**config.mk**
```make
export PLATFORM = sky130hd
export DESIGN_NAME = ack_msg_tx
export DESIGN_NICKNAME = d
export VERILOG_FILES = /design/src/rtl/ack_msg_tx.sv
export SDC_FILE = /design/constraint.sdc
export NUM_CORES = 1
export LEC_CHECK = 0
export ABC_AREA = 1
export BUFFER_PORTS_ARGS = -buffer_cell sky130_fd_sc_hd__buf_4
export CAP_MARGIN = 0
export CORE_MARGIN = 3
export CORE_UTILIZATION = 59
export CTS_BUF_LIST = sky130_fd_sc_hd__clkbuf_8
export DETAILED_ROUTE_END_ITERATION = 10
export PLACE_DENSITY = 0.84
export SLEW_MARGIN = 20
export SYNTH_ARGS = -nofsm -noshare
export SYNTH_HDL_FRONTEND = slang
export SYNTH_SLANG_ARGS = --single-unit
export TNS_END_PERCENT = 30
```
**constraint.sdc**
```tcl
create_clock -name clk -period 3.8 [get_ports clk]
set_input_delay 0.38 -clock clk [delete_from_list [all_inputs] [get_ports clk]]
set_output_delay 0.38 -clock clk [all_outputs]
set_load 0.01 [all_outputs]
```
**src/rtl/ack_msg_tx.sv**
```systemverilog
module ack_msg_tx #(
  parameter int TIMEOUT_CYC = 1000,
  parameter int MAX_RETRY   = 3
) (
  input  logic        clk,
  input  logic        rst_n,
  input  logic        ld_valid,
  input  logic [1:0]  ld_kind,
  input  logic [4:0]  ld_dest,
  input  logic [4:0]  ld_src,
  input  logic [31:0] ld_word,
  output logic        busy,
  output logic [7:0]  tx_data,
  output logic        tx_valid,
  input  logic        tx_ready,
  input  logic        ack_valid,
  input  logic [1:0]  ack_kind,
  input  logic [4:0]  ack_src,
  output logic        fail
);
  localparam int TW = $clog2(TIMEOUT_CYC + 1);
  localparam int RW = $clog2(MAX_RETRY + 1) < 1 ? 1 : $clog2(MAX_RETRY + 1);

  typedef enum logic [1:0] {S_IDLE, S_SEND, S_WAIT} st_t;

  st_t          st;
  logic [43:0]  msg;
  logic [2:0]   idx;
  logic [TW-1:0] tmr;
  logic [RW-1:0] tries;

  wire [47:0] frm  = {msg, 4'b0000};
  wire [7:0]  csum = frm[47:40] + frm[39:32] + frm[31:24] +
                     frm[23:16] + frm[15:8]  + frm[7:0];

  wire ack_hit = (st == S_WAIT) && ack_valid &&
                 (ack_kind == {1'b1, msg[42]}) && (ack_src == msg[41:37]);
  wire expire  = (st == S_WAIT) && (tmr == TW'(TIMEOUT_CYC - 1));

  assign busy     = (st != S_IDLE);
  assign tx_valid = (st == S_SEND);

  always_comb begin
    case (idx)
      3'd0:    tx_data = frm[47:40];
      3'd1:    tx_data = frm[39:32];
      3'd2:    tx_data = frm[31:24];
      3'd3:    tx_data = frm[23:16];
      3'd4:    tx_data = frm[15:8];
      3'd5:    tx_data = frm[7:0];
      3'd6:    tx_data = csum;
      default: tx_data = 8'h00;
    endcase
  end

  always_ff @(posedge clk) begin
    if (!rst_n) begin
      st    <= S_IDLE;
      msg   <= '0;
      idx   <= '0;
      tmr   <= '0;
      tries <= '0;
      fail  <= 1'b0;
    end else begin
      fail <= 1'b0;
      case (st)
        S_IDLE: if (ld_valid) begin
          msg   <= {ld_kind, ld_dest, ld_src, ld_word};
          idx   <= '0;
          tries <= '0;
          st    <= S_SEND;
        end
        S_SEND: if (tx_ready) begin
          if (idx == 3'd6) begin
            idx <= '0;
            tmr <= '0;
            st  <= msg[43] ? S_IDLE : S_WAIT;
          end else begin
            idx <= idx + 3'd1;
          end
        end
        S_WAIT: begin
          if (ack_hit) begin
            st <= S_IDLE;
          end else if (expire) begin
            if (tries == RW'(MAX_RETRY)) begin
              fail <= 1'b1;
              st   <= S_IDLE;
            end else begin
              tries <= tries + 1'b1;
              st    <= S_SEND;
            end
          end else begin
            tmr <= tmr + 1'b1;
          end
        end
        default: st <= S_IDLE;
      endcase
    end
  end
endmodule


```
==> qor_table.md, run 1 <==
| Item | This run | Unit |
|:---|:---|:---|
| Result of the run | complete, but fails checks | - |
| Violated checks | setup timing | - |
| Total routing resource utilization after global routing | 28.76 | % |
| Drt wl/cell | 14.73 | um |
| Detail Route met3 WL | 727 | um |
| Detailed Place HPWL | 7865 | um |
| Detailed-route wire length | 10910 | um |
| Number of top-level pins | 67 | - |
| Category of the worst setup path capture point | output port | - |
| Clock Latency Late Sink | 0.35 | ns |
| Top cell type's share of synthesized area | 30.35 | % |
| Biggest area contributors in the synthesized netlist | sky130_fd_sc_hd__dfxtp_1 (30%), sky130_fd_sc_hd__fa_1 (11%), sky130_fd_sc_hd__nand2_1 (11%) | - |
| Starting density of the core | 62.61 | % |
| Share of total power consumed by net switching | 47.24 | % |
| Routability cong. | 0.8828 | - |
| Initial antenna violation count | 0 | - |
| Startpoint kind of the worst setup timing path | flip-flop | - |
| Number of failing setup endpoints in the final timing report | 3 | - |
| Via count of the first global-routing pass | 3896 | - |
| Critical Path Source | msg[6] | - |
| Post-synthesis area per instance | 6.930 | um^2 |
| Cts hold-fix bufs | 0 | - |
| Post-synth EDFFs | 0 | - |
| Post-Synthesis Net Count | 682 | - |
| Die span in y | 89.25 | um |
| Total overflow reported by the global router | 0 | - |
| Worst Slack Setup Final | -0.1200 | ns |
| Hold Path Class | primary input to flip-flop | - |
| PortBufs | 66 | - |
| Number of CTS-inserted buffers | 9 | - |
| Unrepaired setup endpoints after global routing | true | - |
| Peak ir drop on the vdd network | 0.4690 | mV |
| Fraction of synthesis flops using an asynchronous set or reset pin | 0 | % |
| Cell-internal power | 1987 | uW |
| Normalized max-slew margin | 43.87 | % |
| Global-route wire length before repair | 17690 | um |
| Number of diodes | 0 | - |
| Placed cell count | 724 | - |
| Clock share of power | 13.5 | % |
| Relative contribution of sequential cells to total power | 24.4 | % |
| Predominant post-synthesis flop cell | sky130_fd_sc_hd__dfxtp_1 | - |
| Peak clock frequency supported by timing | 255.1 | MHz |
| Vias | 4104 | - |
| Final non-filler cell area | 4908 | um^2 |
| Cell row count | 29 | - |
| Layout area overhead | 20.04 | % |
| Met2 Routed Length | 5207 | um |
| Required time at the worst-slack endpoint | 3.42 | ns |
| Synth cell types | 37 | - |
| Max Used Layer | met4 | - |
| Slew at the pin closest to its max-slew limit | 0.8420 | ns |
| Part of the power in combinational logic | 62.1 | % |
| Via-per-instance ratio | 5.538 | - |
| Share of cells above drive strength 1 | 19.13 | % |
| Highest-count cells in the layout ignoring fill and taps | sky130_fd_sc_hd__nand2_1 (117), sky130_fd_sc_hd__inv_1 (98), sky130_fd_sc_hd__buf_4 (74) | - |
| Hold path start | ld_src[4] | - |
| Sequential share of the synthesized area | 30.35 | % |
| Sink Count | 62 | - |
| Leakage power summed over all cells | 0.002293 | uW |
| Worst endpoint data arrival time | 3.54 | ns |
| Post-route DRC | 0 | - |
| Post-Synthesis Cell Area | 4089 | um^2 |
| Clock Path Buffers | 2 | - |
| Clk slew on worst S/H paths | 0.07 | ns |
| CTS tree | yes | - |
| Most common cell after layout, fill and taps aside | sky130_fd_sc_hd__nand2_1 | - |
| Total count of hold-check failures in the final report | 0 | - |
| Number of cells produced by synthesis | 590 | - |
| Largest net degree at the start of global routing | 77 | - |
| Die Width | 89.25 | um |
| CTS root buffer | sky130_fd_sc_hd__clkbuf_8 | - |
| Kind of critical path | flip-flop to output port | - |
| Number of H-tree levels | 3 | - |
| Die footprint | 7966 | um^2 |
| Cell taking the most area after synthesis | sky130_fd_sc_hd__dfxtp_1 | - |
| Placement Cell Area | 4652 | um^2 |
| Worst R2R Start | st[0] | - |
| Crit path time final | 3.920 | ns |
| FF+latch count, synth | 62 | - |
| Final layout net count | 751 | - |
| Length of the first detailed-routing pass in iterations | 8 | - |
| Final non-filler cell total | 741 | - |
| Switching power summed over all nets | 1779 | uW |
| Warnings, synthesis | 0 | - |
| Final cycle utilization of the critical path | 103.2 | % |
| Design Power | 3767 | uW |
| Routed metal-1 wirelength | 4624 | um |
| Final clock skew | 0.009234 | ns |
| Pins over their slew limit | 0 | - |
| Power density over the cells | 767.4 | nW/um^2 |
| Area of the core | 6531 | um^2 |
| Highest net fanout along the worst path | 2 | - |
| Number of DRC markers after the initial detailed-route iteration | 326 | - |
| Number of nets with antenna violations after routing | 0 | - |
| Number of maximum-capacitance violations | 0 | - |
## layout make-up
type | instances | area, um^2
fill | 512 | 1623
timing repair buffer | 74 | 555.5
clock buffer | 10 | 137.6
inverter | 105 | 395.4
sequential | 62 | 1245
multi-input combinational | 407 | 2449
tap | 77 | 96.34
clock inverter | 6 | 30.03
## power groups by stage
stage	logic, uW	registers [uW]	clock network, uW
after floorplan	1480	894	0
after global placement	1850	917	0
after detailed placement	1930	925	0
after CTS	2130	916	513
after global routing	2610	937	542
final	2340	920	508
## stage by stage
step	hold slack, ns	TNS, ns	util, %	worst slack [ns]
2_1_floorplan	0.4579	0	-	0.2016
3_3_place_gp	0.4652	0	71.23	0.03238
3_5_place_dp	0.4738	-0.03135	71.23	-0.03135
4_1_cts	0.2425	-0.3084	74.79	-0.1438
5_1_grt	0.2554	-0.9498	75.15	-0.2573
6_report	0.2493	-0.3208	75.15	-0.1200
## kinds of logic after synthesis
group,after synthesis,synth area share [%]
DFF,62,30.35
buffers and inverters,121,11.63
adders and majority gates,36,15.24
AOI/OAI and AO/OA,129,16.95
and+or+nand+nor,236,24.54
xor gates and xnor gates,6,1.285
## worst paths after layout
kind / end / slack (ns) / cells after the start
setup / recovery: tx_data[6] / -0.12 / 14
hold / removal: msg[36] / 0.25 / 3
setup reg to reg: msg[22] / 1.33 / 6
hold reg to reg: msg[2] / 0.50 / 2
## cells in the mapped netlist (all sizes together), types with 4 or more instances
cell type	instances
o22ai	7
nand4	4
o21ai	54
inv	105
xor2	4
fa	23
a21oi	60
ha	13
nand3	30
clkbuf	8
buf	8
nor2	75
dfxtp	62
nand2	119
## routing by layer
layer | vias up | track usage (%)
met5 | - | 0
li1 | 2012 | -
met2 | 190 | 48.23
met3 | 34 | 3.226
met1 | 1868 | 37.72
met4 | 0 | 11.91
## flip-flops by register name, indices dropped and copies added, names as in the netlist
name   flops
st         2
tmr       10
idx        3
msg       44
tries      2
fail       1
## worst max-delay path, stage by stage (launching register included)
cell                      delay [ns]
sky130_fd_sc_hd__dfxtp_2        0.32
sky130_fd_sc_hd__inv_2          0.04
sky130_fd_sc_hd__fa_1           0.53
sky130_fd_sc_hd__inv_1          0.05
sky130_fd_sc_hd__fa_1           0.50
sky130_fd_sc_hd__fa_1           0.43
sky130_fd_sc_hd__ha_2           0.20
sky130_fd_sc_hd__fa_2           0.35
sky130_fd_sc_hd__buf_4          0.15
sky130_fd_sc_hd__nand3_1        0.07
sky130_fd_sc_hd__nand2_1        0.10
sky130_fd_sc_hd__a21oi_2        0.15
sky130_fd_sc_hd__o21ai_2        0.08
sky130_fd_sc_hd__nand4_1        0.09
sky130_fd_sc_hd__buf_4          0.13
## what timing repair did
| item | CTS | global route |
|---|---|---|
| buffers inserted | 1 | 0 |
| setup endpoints to repair | 5 | 5 |
| pin swaps | 8 | 3 |
| resized for setup | 20 | 7 |
Power figures use the tool's default switching activity.
==> run 2: changes to the inputs <==
==> config.mk (replaced) <==
export PLATFORM = sky130hd
export DESIGN_NAME = ack_msg_tx
export DESIGN_NICKNAME = d
export VERILOG_FILES = /design/src/rtl/ack_msg_tx.sv
export SDC_FILE = /design/constraint.sdc
export NUM_CORES = 1
export LEC_CHECK = 0
export CAP_MARGIN = 0
export CORE_MARGIN = 3
export CORE_UTILIZATION = 66
export CTS_BUF_LIST = sky130_fd_sc_hd__clkbuf_8
export DETAILED_ROUTE_END_ITERATION = 10
export DONT_BUFFER_PORTS = 1
export PLACE_DENSITY = 0.83
export SLEW_MARGIN = 20
export SYNTH_ARGS = -nofsm -noshare
export SYNTH_HDL_FRONTEND = slang
export SYNTH_SLANG_ARGS = --single-unit
export TNS_END_PERCENT = 30
==> run 2 against run 1 <==
Compared with the run above: the run still ends with setup timing left; first-iteration DRC count increased by 10%; routed wire length shrank 13%; via count is 18% lower; critical path depth shrank 1; worst setup slack worse by 0.11 ns; power down 56%; critical endpoint is now tx_data[4]; largest cell class unchanged; largest power group is now registers.
==> qor_table.md, run 2 <==
| Item | This run | Unit |
|:---|:---|:---|
| Result of the run | complete, but fails checks | - |
| Violated checks | setup timing | - |
| Via count of the first global-routing pass | 3303 | - |
| Unrepaired setup endpoints after global routing | true | - |
| Final layout net count | 572 | - |
| Clock share of power | 29.4 | % |
| Finished Core Util | 75.13 | % |
| Cell row count | 27 | - |
| Fraction of synthesis flops using an asynchronous set or reset pin | 0 | % |
| Number of buffers and inverters on the critical path | 4 | - |
| Worst Slack Setup Final | -0.2316 | ns |
| Biggest area contributors in the synthesized netlist | sky130_fd_sc_hd__dfxtp_1 (32%), sky130_fd_sc_hd__fa_1 (12%), sky130_fd_sc_hd__nand2_1 (9.5%) | - |
| Area of the core | 5574 | um^2 |
| Max reg flops | 44 | - |
| Top delay family on crit path | adder cells | - |
| Number of failing setup endpoints in the final timing report | 4 | - |
| Worst R2R Start | idx[2] | - |
| Worst endpoint data arrival time | 3.65 | ns |
| Delay of the slowest critical-path stage | 0.53 | ns |
| Kind of critical path | flip-flop to output port | - |
| Post-Synthesis Net Count | 567 | - |
| Post-route DRC | 0 | - |
| Pins over their slew limit | 0 | - |
| Via-per-instance ratio | 6.056 | - |
| Final clock skew | 0.01241 | ns |
| Share of total power consumed by net switching | 33.30 | % |
| Number of H-tree levels | 3 | - |
| Cell taking the most area after synthesis | sky130_fd_sc_hd__dfxtp_1 | - |
| FF+latch count, synth | 62 | - |
| Initial antenna violation count | 0 | - |
| Routability cong. | 0.9708 | - |
| Number of CTS-inserted buffers | 9 | - |
| Total negative slack for setup checks | -0.7176 | ns |
| Cell with the most instances after synthesis | sky130_fd_sc_hd__nand2_1 | - |
| Number of maximum-capacitance violations | 0 | - |
| Clk slew on worst S/H paths | 0.07 | ns |
| Highest-count cells in the layout ignoring fill and taps | sky130_fd_sc_hd__nand2_1 (98), sky130_fd_sc_hd__a21oi_1 (66), sky130_fd_sc_hd__inv_1 (59) | - |
| Post-Synthesis Cell Area | 3852 | um^2 |
| Final non-filler cell area | 4188 | um^2 |
| Vias | 3367 | - |
| Detailed Place HPWL | 6906 | um |
| Critical Path Slowest Stage Cell | sky130_fd_sc_hd__fa_1 | - |
| Startpoint kind of the worst setup timing path | flip-flop | - |
| Leakage power summed over all cells | 0.001688 | uW |
| Warnings, synthesis | 0 | - |
| Slew at the pin closest to its max-slew limit | 0.9044 | ns |
| Largest Register | msg | - |
| Number of diodes | 0 | - |
| Clock Path Buffers | 2 | - |
| Number of nets with antenna violations after routing | 0 | - |
| Clock Latency Late Sink | 0.35 | ns |
| Number of cells produced by synthesis | 475 | - |
| Number of DRC markers after the initial detailed-route iteration | 360 | - |
| Placement Cell Area | 3950 | um^2 |
| Share of cells above drive strength 1 | 12.19 | % |
| Length of the first detailed-routing pass in iterations | 8 | - |
| Critical Path Source | msg[7] | - |
| Largest regs | msg (44), tmr (10), idx (3) | - |
| Hold Path Class | primary input to flip-flop | - |
| Power density over the cells | 393.0 | nW/um^2 |
| Cell-internal power | 1098 | uW |
| Crit path time final | 4.032 | ns |
| Peak ir drop on the vdd network | 0.2803 | mV |
| Final cycle utilization of the critical path | 106.1 | % |
| Die Width | 82.40 | um |
| Total routing resource utilization after global routing | 31.00 | % |
| Most instantiated cells after synthesis | sky130_fd_sc_hd__nand2_1 (98), sky130_fd_sc_hd__a21oi_1 (68), sky130_fd_sc_hd__dfxtp_1 (62) | - |
| Sink Count | 62 | - |
| Die footprint | 6790 | um^2 |
| Post-synthesis area per instance | 8.110 | um^2 |
| Die span in y | 82.40 | um |
| Synth cell types | 53 | - |
| Hold path start | ld_word[14] | - |
| Total overflow reported by the global router | 0 | - |
| Part of the power in combinational logic | 26.9 | % |
| Top cell type's share of synthesized area | 32.22 | % |
| PortBufs | 0 | - |
| CTS root buffer | sky130_fd_sc_hd__clkbuf_8 | - |
| Sequential share of the synthesized area | 32.22 | % |
| CTS tree | yes | - |
| Most common cell after layout, fill and taps aside | sky130_fd_sc_hd__nand2_1 | - |
| Largest net degree at the start of global routing | 55 | - |
| Predominant post-synthesis flop cell | sky130_fd_sc_hd__dfxtp_1 | - |
| Series of cell instances along the critical path | inv_1 -> fa_1 -> inv_1 -> fa_1 -> inv_1 -> fa_1 -> inv_2 -> fa_2 -> xnor2_2 -> a211oi_2 -> a21oi_1 -> a21oi_1 -> a211o_1 | - |
| Drt wl/cell | 17.14 | um |
| Number of top-level pins | 67 | - |
| Total count of hold-check failures in the final report | 0 | - |
| Peak clock frequency supported by timing | 248.0 | MHz |
| Post-synth EDFFs | 0 | - |
| Normalized max-slew margin | 39.62 | % |
| Switching power summed over all nets | 548.2 | uW |
| Global-route wire length before repair | 15590 | um |
| Relative contribution of sequential cells to total power | 43.7 | % |
| Starting density of the core | 69.11 | % |
| Highest net fanout along the worst path | 2 | - |
| Category of the worst setup path capture point | output port | - |
| Layout area overhead | 8.704 | % |
| Detailed-route wire length | 9530 | um |
| Required time at the worst-slack endpoint | 3.42 | ns |
==> run 2: changes by cell type after synthesis, moves of 5 or more <==
cell | previous run | this run
sky130_fd_sc_hd__a21oi_1 | 60 | 68
sky130_fd_sc_hd__inv_1 | 102 | 61
sky130_fd_sc_hd__xnor2_1 | 2 | 8
sky130_fd_sc_hd__or3_1 | 0 | 5
sky130_fd_sc_hd__o21ai_0 | 53 | 13
sky130_fd_sc_hd__nor2_1 | 69 | 13
sky130_fd_sc_hd__nor3_1 | 1 | 9
sky130_fd_sc_hd__nor2b_1 | 0 | 5
sky130_fd_sc_hd__nand2_1 | 118 | 98
sky130_fd_sc_hd__nand3_1 | 28 | 4
sky130_fd_sc_hd__clkbuf_1 | 7 | 13
sky130_fd_sc_hd__o22ai_1 | 7 | 0
==> run 2: final timing paths <==
check	depth (start not counted)	slack, ns	endpoint
max	13	-0.23	tx_data[4]
min	2	0.16	msg[14]
min reg2reg	2	0.48	tries[1]
max reg2reg	5	1.52	tmr[7]
==> run 2: repair_timing <==
item / CTS / global route
pin swaps: 10 / 11
setup endpoints to repair: 4 / 5
hold buffers: 0 / 0
buffers inserted: 2 / 0
gates resized for setup: 20 / 4
==> run 2: power by group through the flow <==
stage | Clock, uW | Combinational [uW] | Sequential [uW]
after CTS | 490 | 425 | 718
after floorplan | 0 | 301 | 719
after global placement | 0 | 361 | 730
final | 485 | 442 | 719
after detailed placement | 0 | 388 | 732
after global routing | 522 | 500 | 723
==> run 2: area by class of cell <==
type,count,area (um^2)
Clock buffer,9,123.9
Clock inverter,6,31.28
Fill cell,419,1386
Inverter,62,232.7
Multi-Input combinational cell,329,2342
Sequential cell,62,1247
Tap cell,72,90.09
Timing Repair Buffer,16,120.1
==> run 2: stage by stage <==
| stage | std cells | hold WS [ns] | setup slack, ns | power (uW) |
|---|---|---|---|---|
| after global routing | 556 | 0.1616 | -0.3710 | 1745 |
| after detailed placement | 539 | 0.4651 | -0.09460 | 1120 |
| final | 556 | 0.1627 | -0.2316 | 1646 |
| after CTS | 556 | 0.1554 | -0.3208 | 1633 |
| after floorplan | 475 | 0.4461 | 0.1589 | 1020 |
| after global placement | 539 | 0.4599 | 0.02689 | 1091 |
==> run 2: worst register-to-register path, stage by stage (launching register included) <==
cell,delay (ns)
sky130_fd_sc_hd__dfxtp_1,0.79
sky130_fd_sc_hd__nand3b_1,0.34
sky130_fd_sc_hd__nor2_2,0.22
sky130_fd_sc_hd__o2bb2ai_2,0.20
sky130_fd_sc_hd__or4_1,0.52
sky130_fd_sc_hd__a21oi_1,0.15
==> run 2: cell families (layout without fill, tap and decap cells) <==
kind of cell	after synthesis	count (layout)	share of synthesized area, %
AO/OA/AOI/OAI	112	112	17.21
XOR/XNOR	17	17	4.222
AND/OR/NAND/NOR	160	160	19.58
adder cells (fa/ha/maj)	36	36	16.17
flip-flops	62	62	32.22
multiplexers	4	4	2.014
buffers and inverters	84	93	8.574
==> run 2: metal layers <==
layer	GRT usage, %	vias to the layer above	part of all wire (%)
met3	7.809	46	9.3
met2	49.04	177	46
met4	16.94	0	4.1
li1	-	1593	-
met1	38.69	1551	40
met5	0	-	0
==> run 3: changes to the inputs <==
--- a/config.mk
+++ b/config.mk
@@ -5,6 +5,7 @@
 export SDC_FILE = /design/constraint.sdc
 export NUM_CORES = 1
 export LEC_CHECK = 0
+export ABC_AREA = 1
 export CAP_MARGIN = 0
 export CORE_MARGIN = 3
 export CORE_UTILIZATION = 66
==> run 3 against run 2 <==
Compared with the run above: the flow still finishes with violations (setup timing); first-iteration DRC count shrank 30%; sequential cell count is the same; via count grew 13%; design area grew 6.2%; critical path depth shrank 1; non-clock buffer count shrank 12; cell count grew 20%; register-to-register slack lost 0.27 ns; count of clock-buffer cells in the layout grew 5; fmax grew 2.1%; highest routed layer unchanged.
==> qor_table.md, run 3 (synthesized netlist as in run 1, its figures left out) <==
| Item | This run | Unit |
|:---|:---|:---|
| Worst Slack Setup Final | -0.1467 | ns |
| Detailed Place HPWL | 7347 | um |
| Number of CTS-inserted buffers | 9 | - |
| Cell-internal power | 1998 | uW |
| Max reg flops | 44 | - |
| PortBufs | 0 | - |
| Length of the first detailed-routing pass in iterations | 5 | - |
| Leakage power summed over all cells | 0.001977 | uW |
| Highest net fanout along the worst path | 3 | - |
| Startpoint kind of the worst setup timing path | flip-flop | - |
| Required time at the worst-slack endpoint | 3.42 | ns |
| Die Width | 84.71 | um |
| Placed cell count | 650 | - |
| Largest net degree at the start of global routing | 77 | - |
| Cell mode on critical path | sky130_fd_sc_hd__fa_1 | - |
| Total routing resource utilization after global routing | 29.27 | % |
| Area of the core | 5956 | um^2 |
| Relative contribution of sequential cells to total power | 24.1 | % |
| Routability cong. | 0.9396 | - |
| Sink Count | 62 | - |
| Via-per-instance ratio | 5.671 | - |
| Number of DRC markers after the initial detailed-route iteration | 253 | - |
| Total overflow reported by the global router | 0 | - |
| CTS root buffer | sky130_fd_sc_hd__clkbuf_8 | - |
| Cell row count | 28 | - |
| Drt wl/cell | 15.58 | um |
| Finished Core Util | 74.71 | % |
| Kind of critical path | flip-flop to output port | - |
| Clock Path Buffers | 2 | - |
| Share of total power consumed by net switching | 47.29 | % |
| Category of the worst setup path capture point | output port | - |
| Pins over their slew limit | 0 | - |
| Highest-count cells in the layout ignoring fill and taps | sky130_fd_sc_hd__nand2_1 (115), sky130_fd_sc_hd__inv_1 (95), sky130_fd_sc_hd__nor2_1 (68) | - |
| Number of maximum-capacitance violations | 0 | - |
| Die span in y | 84.71 | um |
| Via count of the first global-routing pass | 3613 | - |
| Clk slew on worst S/H paths | 0.07 | ns |
| Layout area overhead | 8.813 | % |
| Hold Path Class | primary input to flip-flop | - |
| Final layout net count | 681 | - |
| Design Power | 3791 | uW |
| Switching power summed over all nets | 1793 | uW |
| Violated checks | setup timing | - |
| Power density over the cells | 852.1 | nW/um^2 |
| Number of nets with antenna violations after routing | 0 | - |
| Slew at the pin closest to its max-slew limit | 0.8390 | ns |
| Part of the power in combinational logic | 60.3 | % |
| Post-route DRC | 0 | - |
| CTS tree | yes | - |
| Routed metal-1 wirelength | 4481 | um |
| Share of cells above drive strength 1 | 10.94 | % |
| Crit path time final | 3.947 | ns |
| Starting density of the core | 68.66 | % |
| Global-route wire length before repair | 16750 | um |
| Number of H-tree levels | 3 | - |
| Final cycle utilization of the critical path | 103.9 | % |
| Initial antenna violation count | 0 | - |
| # fillers | 455 | - |
| Critical Path Slowest Stage Cell | sky130_fd_sc_hd__fa_1 | - |
| Final clock skew | 0.009971 | ns |
| Clock share of power | 15.6 | % |
| Result of the run | complete, but fails checks | - |
| Die footprint | 7176 | um^2 |
| Peak ir drop on the vdd network | 0.7224 | mV |
| Minimum setup slack after placement | 0.0003368 | ns |
| Clock Latency Late Sink | 0.35 | ns |
| Final non-filler cell total | 669 | - |
| Met2 Routed Length | 4806 | um |
| Delay of the slowest critical-path stage | 0.54 | ns |
| Flop2flop setup slack | 1.25 | ns |
| Number of failing setup endpoints in the final timing report | 4 | - |
| Worst endpoint data arrival time | 3.57 | ns |
| Normalized max-slew margin | 44.07 | % |
| Detailed-route wire length | 10420 | um |
| Most common cell after layout, fill and taps aside | sky130_fd_sc_hd__nand2_1 | - |
| Vias | 3794 | - |
| Total count of hold-check failures in the final report | 0 | - |
| Number of top-level pins | 67 | - |
| Max Used Layer | met4 | - |
| Largest regs | msg (44), tmr (10), idx (3) | - |
| Unrepaired setup endpoints after global routing | true | - |
| Series of cell instances along the critical path | inv_2 -> fa_1 -> inv_1 -> fa_1 -> fa_1 -> ha_4 -> fa_2 -> or2_4 -> nand3_2 -> o221ai_2 -> nor2_2 -> o221ai_2 | - |
| Largest Register | msg | - |
| WHS | 0.1604 | ns |
| Peak clock frequency supported by timing | 253.4 | MHz |
| Detail Route met3 WL | 807 | um |
| Number of diodes | 0 | - |
==> run 3: changes by cell type in the layout (fill, tap and decap cells not counted), sizes merged, moves of 12 or more <==
cell / delta
nor2: +61
inv: +41
o21ai: +40
nand3: +26
nand2: +21
buf: -12
==> run 3: layout make-up <==
cell class / instances / area (um^2) / area share (%)
Timing Repair Buffer: 4 / 30.03 / 0.6749
Clock buffer: 14 / 192.7 / 4.331
Inverter: 105 / 395.4 / 8.886
Sequential cell: 62 / 1245 / 27.98
Tap cell: 75 / 93.84 / 2.109
Multi-Input combinational cell: 407 / 2480 / 55.74
Clock inverter: 2 / 12.51 / 0.2812
==> run 3: per-stage QoR <==
| stage | area [um^2] | setup TNS [ns] |
|---|---|---|
| 2_1_floorplan | 4089 | 0 |
| 3_3_place_gp | 4109 | 0 |
| 3_5_place_dp | 4109 | 0 |
| 4_1_cts | 4424 | -0.1382 |
| 5_1_grt | 4449 | -0.7662 |
| 6_report | 4449 | -0.2920 |
==> run 3: final timing paths <==
check             startpoint         end  cells after the start
hold reg to reg       msg[9]      msg[9]                      2
hold / removal         rst_n       st[0]                      2
setup / recovery      msg[6]  tx_data[4]                     12
setup reg to reg       st[0]     msg[22]                      6
==> run 3: power groups by stage <==
stage	combinational, uW	sequential (uW)	clock [uW]
final	2290	915	590
after global routing	2560	930	621
after CTS	2120	910	591
after detailed placement	1810	923	0
after global placement	1710	915	0
after floorplan	1480	894	0
==> run 3: what timing repair did <==
item | 4_1_cts | 5_1_grt
pin swaps | 11 | 9
gates resized for setup | 25 | 9
buffers inserted | 2 | 1
endpoints found under the setup margin | 4 | 4
gates cloned | 0 | 0
hold buffers | 0 | 0
==> run 3: routing by layer <==
metal	global-route usage (%)	vias to the layer above
li1	-	1880
met5	0	-
met2	45.55	147
met3	7.262	31
met4	13.53	0
met1	38.39	1736
==> run 3: worst max-delay path, delay by kind of cell, from the launching register on <==
kind,cells,cell delay [ns]
fa+ha+maj,5,2.08
flops,1,0.32
buf+inv,2,0.11
simple gates,3,0.47
compound gates,2,0.23
